<file path="src/rtl/nmi_guard_pkg.sv">
package nmi_guard_pkg;

  // next value of a run-length counter that stops at lim
  function automatic int unsigned run_next(input int unsigned cur, input int unsigned lim);
    return (cur >= lim) ? lim : cur + 1;
  endfunction

  // a finished phase of len cycles breaks the width rule
  function automatic logic phase_too_short(input int unsigned len, input int unsigned min_len);
    return len < min_len;
  endfunction

endpackage

</file>
<file path="src/rtl/nmi_sync.sv">
module nmi_sync #(
  parameter int STAGES = 2
) (
  input  logic clk,
  input  logic rst_n,
  input  logic pin_i,
  output logic level_o,
  output logic prev_o
);
  logic [STAGES-1:0] chain_q;
  logic              prev_q;

  always_ff @(posedge clk or negedge rst_n) begin
    if (!rst_n) chain_q[0] <= 1'b1;
    else        chain_q[0] <= pin_i;
  end

  for (genvar g = 1; g < STAGES; g++) begin : g_stage
    always_ff @(posedge clk or negedge rst_n) begin
      if (!rst_n) chain_q[g] <= 1'b1;
      else        chain_q[g] <= chain_q[g-1];
    end
  end

  always_ff @(posedge clk or negedge rst_n) begin
    if (!rst_n) prev_q <= 1'b1;
    else        prev_q <= chain_q[STAGES-1];
  end

  assign level_o = chain_q[STAGES-1];
  assign prev_o  = prev_q;

  initial begin
    AST_MIN_STAGES: assert (STAGES >= 2);
  end
endmodule

</file>
<file path="src/rtl/nmi_width_mon.sv">
module nmi_width_mon
  import nmi_guard_pkg::*;
#(
  parameter int MIN_PHASE = 2,
  localparam int CNT_W = $clog2(MIN_PHASE + 1)
) (
  input  logic clk,
  input  logic rst_n,
  input  logic level_i,
  input  logic prev_i,
  output logic err_o
);
  logic [CNT_W-1:0] run_q;
  logic             seen_q;
  logic             err_q;
  logic             change;
  logic             short_end;

  assign change    = level_i ^ prev_i;
  assign short_end = change && seen_q &&
                     phase_too_short(int'(run_q), MIN_PHASE);

  always_ff @(posedge clk or negedge rst_n) begin
    if (!rst_n) begin
      run_q  <= '0;
      seen_q <= 1'b0;
      err_q  <= 1'b0;
    end else begin
      err_q <= short_end;
      if (change) begin
        run_q  <= CNT_W'(1);
        seen_q <= 1'b1;
      end else begin
        run_q <= CNT_W'(run_next(int'(run_q), MIN_PHASE));
      end
    end
  end

  assign err_o = err_q;

  AST_ERR_AFTER_CHANGE: assert property (@(posedge clk) disable iff (!rst_n)
    err_o |-> $past(level_i != prev_i));
endmodule

</file>
<file path="src/rtl/nmi_ctrl.sv">
module nmi_ctrl (
  input  logic clk,
  input  logic rst_n,
  input  logic cfg_we,
  input  logic cfg_wdata,
  input  logic stop_we,
  input  logic stop_wdata,
  input  logic level_i,
  output logic en_o,
  output logic stop_o
);
  logic en_q;
  logic stop_q;
  logic hold;

  always_ff @(posedge clk or negedge rst_n) begin
    if (!rst_n)                   en_q <= 1'b0;
    else if (cfg_we && cfg_wdata) en_q <= 1'b1;
  end

  assign hold = en_q && !level_i;

  always_ff @(posedge clk or negedge rst_n) begin
    if (!rst_n)       stop_q <= 1'b0;
    else if (hold)    stop_q <= 1'b0;
    else if (stop_we) stop_q <= stop_wdata;
  end

  assign en_o   = en_q;
  assign stop_o = stop_q && !hold;

  AST_EN_STICKY: assert property (@(posedge clk) disable iff (!rst_n)
    en_q |=> en_q);
  AST_STOP_HELD: assert property (@(posedge clk) disable iff (!rst_n)
    hold |=> !stop_q);
endmodule

</file>
<file path="src/rtl/nmi_guard.sv">
module nmi_guard #(
  parameter int SYNC_STAGES = 2,
  parameter int MIN_PHASE   = 2
) (
  input  logic clk,
  input  logic rst_n,
  input  logic nmi_pin,
  input  logic cfg_we,
  input  logic cfg_wdata,
  input  logic stop_we,
  input  logic stop_wdata,
  output logic nmi_req,
  output logic pin_status,
  output logic stop_ctl,
  output logic width_err
);
  logic lvl;
  logic prv;
  logic en;
  logic fall_seen;

  nmi_sync #(.STAGES(SYNC_STAGES)) u_sync (
    .clk(clk), .rst_n(rst_n), .pin_i(nmi_pin), .level_o(lvl), .prev_o(prv)
  );

  nmi_width_mon #(.MIN_PHASE(MIN_PHASE)) u_width (
    .clk(clk), .rst_n(rst_n), .level_i(lvl), .prev_i(prv), .err_o(width_err)
  );

  nmi_ctrl u_ctrl (
    .clk(clk), .rst_n(rst_n), .cfg_we(cfg_we), .cfg_wdata(cfg_wdata),
    .stop_we(stop_we), .stop_wdata(stop_wdata), .level_i(lvl),
    .en_o(en), .stop_o(stop_ctl)
  );

  assign fall_seen  = prv && !lvl;
  assign nmi_req    = en && fall_seen;
  assign pin_status = lvl;

  AST_REQ_NEEDS_EN: assert property (@(posedge clk) disable iff (!rst_n)
    nmi_req |-> en);
  AST_REQ_ONE_CYCLE: assert property (@(posedge clk) disable iff (!rst_n)
    nmi_req |=> !nmi_req);
  AST_STOP_LOW_PIN: assert property (@(posedge clk) disable iff (!rst_n)
    (en && !pin_status) |-> !stop_ctl);
endmodule

</file>
<file path="config.mk">
export PLATFORM = sky130hd
export DESIGN_NAME = nmi_guard
export DESIGN_NICKNAME = d
export VERILOG_FILES = /design/src/rtl/nmi_guard_pkg.sv /design/src/rtl/nmi_sync.sv /design/src/rtl/nmi_width_mon.sv /design/src/rtl/nmi_ctrl.sv /design/src/rtl/nmi_guard.sv
export SDC_FILE = /design/constraint.sdc
export NUM_CORES = 1
export LEC_CHECK = 0
export BUFFER_PORTS_ARGS = -buffer_cell sky130_fd_sc_hd__buf_2
export CAP_MARGIN = 20
export CELL_PAD_IN_SITES_DETAIL_PLACEMENT = 1
export CELL_PAD_IN_SITES_GLOBAL_PLACEMENT = 2
export CORE_AREA = 4 4 41 43
export CTS_CLUSTER_SIZE = 28
export DETAILED_ROUTE_END_ITERATION = 8
export DIE_AREA = 0 0 45 47
export PLACE_DENSITY_LB_ADDON = 0.3
export SLEW_MARGIN = 30
export SYNTH_ARGS = -nofsm -noshare
export SYNTH_HDL_FRONTEND = slang
export SYNTH_HIERARCHICAL = 1
export SYNTH_SLANG_ARGS = --single-unit
</file>
<file path="constraint.sdc">
create_clock -name clk -period 0.9 [get_ports clk]
set_input_delay 0.09 -clock clk [delete_from_list [all_inputs] [get_ports clk]]
set_output_delay 0.09 -clock clk [all_outputs]
set_load 0.01 [all_outputs]
</file>
# After elaboration in Yosys (flattened, before gate mapping)

Index checks and enable logic that the tools add are counted.

Add/subtract/negate cells: 1
$lt $le $gt $ge: 2
Multiplexer cells: 4
Bitwise logic cells: 1
Reductions and logical operators: 10

Operator list:

| operator            | count |
|---|---|
| $logic_and 1x1->1   | 7 |
| $mux 2              | 2 |
| $add 2x1->2 const B | 1 |
| $ge 2x2->1 const B  | 1 |
| $logic_not 1->1     | 2 |
| $lt 2x2->1 const B  | 1 |
| $mux 1              | 2 |
| $reduce_bool 2->1   | 1 |
| $xor 1x1->1         | 1 |

Bits in registers: 9
Input port bits: 7
Output and inout bits: 4
Word-level logic and storage cells: 26

# Depth between registers and ports, before layout

Word-level depth: 4
Depth in mapped cells: 2
Depth with buffers taken out: 2

# Hierarchy

The synthesis kept the hierarchy.

Modules (own cells, without submodules):

| module        | times used | cells each | area each (um^2) | seq. area each (um^2) |
|---|---|---|---|---|
| nmi_width_mon | 1          | 9          | 147.6            | 100.1 |
| nmi_ctrl      | 1          | 7          | 83.8             | 50.0 |
| nmi_sync      | 1          | 3          | 78.8             | 78.8 |
| nmi_guard     | 1          | 1          | 8.8              | 0.0 |

# Least setup slack after synthesis

No wires, ideal clock.

Kind: reg-to-output
From: register u_sync.chain_q[1], in the netlist u_sync/level_o
To: output port stop_ctl
Arrival: 946 ps
Data required time: 810 ps
Slack: -136 ps
Stages on the path, launching flop included: 3
Path buffers: 0
Path through: dfstp_2 > inv_1 > a21boi_0

Word-level cells in the longest chain between the ends: 4

Ends and longest elaborated chain:

| element                          | line            | text |
|---|---|---|
| start: declaration               | nmi_sync.sv:10  | `logic [STAGES-1:0] chain_q;` |
| start signal: indexed assignment | nmi_sync.sv:21  | `else chain_q[g] <= chain_q[g-1];` |
| $logic_not 1->1                  | nmi_ctrl.sv:21  | `assign hold = en_q && !level_i;` |
| $logic_and 1x1->1                | nmi_ctrl.sv:21  |  |
| $logic_not 1->1                  | nmi_ctrl.sv:30  | `assign stop_o = stop_q && !hold;` |
| $logic_and 1x1->1                | nmi_ctrl.sv:30  |  |
| end: declaration                 | nmi_guard.sv:14 | `output logic stop_ctl,` |

Every way passes these cells.

# Final worst setup path

From: register u_sync.chain_q[1], in the netlist u_sync/level_o
To: output port nmi_req

Word-level cells in the longest chain between the ends: 3

Ends and longest elaborated chain:

| element           | line            | text |
|---|---|---|
| $logic_not 1->1   | nmi_guard.sv:36 | `assign fall_seen = prv && !lvl;` |
| $logic_and 1x1->1 | nmi_guard.sv:36 |  |
| $logic_and 1x1->1 | nmi_guard.sv:37 | `assign nmi_req = en && fall_seen;` |
| end: declaration  | nmi_guard.sv:12 | `output logic nmi_req,` |

Every way passes these cells.

==> results.toml <==
[yosys]
netlist_area_um2 = 319
yosysMostFrequentCell = "dfrtp_1"
synth-edff-count = 0
synth_ff_type = "dfrtp_1"
ys_ff_latch = 9
synth_cells = 20
ys_async_sr_fraction_pct = 100
yosysWarnings = 6
syn-num-nets = 27
synth_commonest_cells = "dfrtp_1 (6), dfstp_2 (3)"
synth_top_area_share_pct = 47.1
yosysSeqAreaShare_pct = 71.8
avgSynthCellArea_um2 = 16.0
synth_cell_types = 13
ys_top_cells_by_area = "dfrtp_1 (47%), dfstp_2 (25%), xnor2_2 (5.1%)"
post-synth-top-area-cell = "dfrtp_1"

[critical_path]
cp-end-kind = "primary output"
slowest_delay_ns = 0.56
critical_path.endpoint = "nmi_req"
arrival_ns = 1.11
crit_family = "flip-flops"
critPathKind = "reg -> out"
crit_fanout = 4
crit_cells = 2
r2r-end = "u_width/run_q[0]$_DFF_PN0_"
r2r_cells = 4
ff2ff_setup_slack_ns = -0.21
crit_chain = "and3b_1, buf_2"
cp-start-kind = "flip-flop"
r2r-start = "u_sync/level_o$_DFF_PN1_"
worstSetupStartpoint = "u_sync/level_o$_DFF_PN1_"
required_ns = 0.81
path_buf_inv = 1
worst_path_max_delay_cell = "dfstp_2"

[detailed_routing]
detail-route-antenna-nets = 0
drc = 0
drt_iter0_drc = 0
wl_um = 556
wl_per_cell_um = 10.3
drt_first_pass_iters = 1
drt-vias-per-instance = 4.15
num_vias = 224

[clock_network]
clkLatencyLatePin_ns = 0.25
cts_sinks = 9
cts_tree = "built"
root_buffer = "clkbuf_4"
clk_path_buf_depth = 2
htree_levels = 1
clk_pin_slew_worst_paths_ns = 0.06
numCtsBuffers = 3

[place]
port_buffers = 10
hpwl_um = 417
post_dp_cell_area_um2 = 399
place.gp.congestion = 0.644

[die]
start_util_pct = 24.5
ios = 11
die_width_um = 45
die_h_um = 47
rows = 13
core_area_um2 = 1300
die-area_um2 = 2120

[grt]
grt_max_degree = 10
grt_usage_pct = 7.60
grt_pass1_vias = 221
overflow = 0
antenna_found_initial = 0
grt_pass1_wl_um = 1030

[sta]
slew_viol_final = 0
worstMarginPinSlew_ns = 0.192
grt_setup_unrepaired = "yes"
fmax_mhz = 834
setup-violations-final = 7
maxSlewHeadroom_pct = 87.2
fin_crit_sh_pct = 133
finalHoldViolCount = 0
finClkSkew_ns = 0.00102
fin_crit_ns = 1.20
fin_ws_ns = -0.298

[pwr]
p_total_mw = 0.872
cellPowerDensity_nw_per_um2 = 1810
max-vdd-ir-drop_v = 0.000728
p_leak_nw = 0.222

[cells_and_area]
fin_area_um2 = 482
final_util_pct = 37.0
area_growth_pct = 51.0
multiInputGateArea_um2 = 101
n_antenna_cell = 0
layout-drive-gt1-share_pct = 59.0
fill_cells = 152
nets = 47
ff_latch_area_um2 = 229

[run]
maxCapViolations = 0

[outcome]
status = "finished with violations"
violations = "setup timing"

[hold_path]
worstHoldPathType = "in -> reg"
==> power breakdown <==
| group | internal, mW | leakage, nW | switching, mW | total (mW) |
|---|---|---|---|---|
| sequential | 0.440 | 0.0982 | 0.0194 | 0.460 |
| clock | 0.170 | 0.0150 | 0.135 | 0.305 |
| combinational | 0.0636 | 0.109 | 0.0432 | 0.107 |
==> sequential cells by signal, indices dropped and copies added (netlist names) <==
register,cells
u_width/err_o,1
u_sync/level_o,1
u_width/seen_q,1
u_ctrl/stop_q,1
u_width/run_q,2
u_sync/chain_q,1
u_ctrl/en_o,1
u_sync/prev_o,1
==> worst min-delay path by stage <==
stage,startpoint,to,cells past startpoint
2_1_floorplan,rst_n,u_ctrl/en_o$_DFFE_PN0P_,0
3_3_place_gp,rst_n,u_width/run_q[0]$_DFF_PN0_,1
3_5_place_dp,rst_n,u_width/run_q[0]$_DFF_PN0_,1
4_1_cts,cfg_wdata,u_ctrl/en_o$_DFFE_PN0P_,2
5_1_grt,cfg_wdata,u_ctrl/en_o$_DFFE_PN0P_,2
6_report,cfg_wdata,u_ctrl/en_o$_DFFE_PN0P_,2
==> per-layer routing <==
| layer | global-route usage, % | up-vias | part of all wire (%) | wire length, µm |
|---|---|---|---|---|
| met5 | 0 | - | 0 | 0 |
| met1 | 9.20 | 109 | 45 | 250 |
| li1 | - | 108 | - | - |
| met2 | 9.89 | 7 | 47 | 260 |
| met3 | 3.45 | 0 | 8.1 | 45 |
| met4 | 7.02 | 0 | 0 | 0 |
==> layout make-up <==
class	instances	share of cell area, %
flip-flops and latches	9	47.5
repair buffers	15	21.3
multi-input cells	10	21.0
clock buffers	4	5.45
well taps	15	3.90
inverters	1	0.779
==> worst reg2reg max path, cell delays in order (launching register included) <==
cell and delay, ns:
dfstp_2 0.56, buf_4 0.11, buf_6 0.10, xnor2_4 0.13
o21ai_1 0.09
==> layout by cell type, fill, tap and decap left out <==
cell type / count
a21boi_2: 1
a21o_1: 1
a21oi_1: 1
and3b_1: 1
buf_2: 9
buf_4: 2
buf_6: 2
clkbuf_1: 1
clkbuf_4: 3
dfrtp_1: 6
dfstp_2: 3
dlygate4sd3_1: 2
inv_2: 1
mux2i_1: 1
nand2b_1: 1
nor3b_2: 1
o21a_1: 1
o21ai_1: 1
xnor2_4: 1
==> cells by family (layout without fill, tap and decap cells) <==
kind of cell / count (synthesis) / count (layout) / synth area share [%]
DFF: 9 / 9 / 71.8
AOI/OAI and AO/OA: 5 / 5 / 10.2
and+or+nand+nor: 3 / 3 / 8.63
xor gates and xnor gates: 1 / 1 / 5.10
muxes: 1 / 1 / 3.14
buffers and inverters: 1 / 20 / 1.18
==> metrics by stage <==
| stage | worst slack (ns) | hold slack, ns | instances | setup TNS [ns] |
|---|---|---|---|---|
| final | -0.298 | 0.0440 | 54 | -1.56 |
| after global routing | -0.352 | 0.0384 | 54 | -2.02 |
| after CTS | -0.320 | 0.0351 | 55 | -1.92 |
| after detailed placement | -0.0663 | -0.0527 | 46 | -0.292 |
| after global placement | -0.0645 | -0.0565 | 46 | -0.201 |
| after floorplan | -0.0461 | -0.206 | 20 | -0.151 |
==> what timing repair did <==
| action | CTS | global route |
|---|---|---|
| endpoints found under the setup margin | 7 | 7 |
| pin swaps | 3 | 1 |
| hold endpoints to repair | 10 | 0 |
| hold buffers | 2 | 0 |
| buffers inserted | 3 | 1 |
| gates resized for setup | 5 | 1 |
Power figures use the tool's default switching activity.
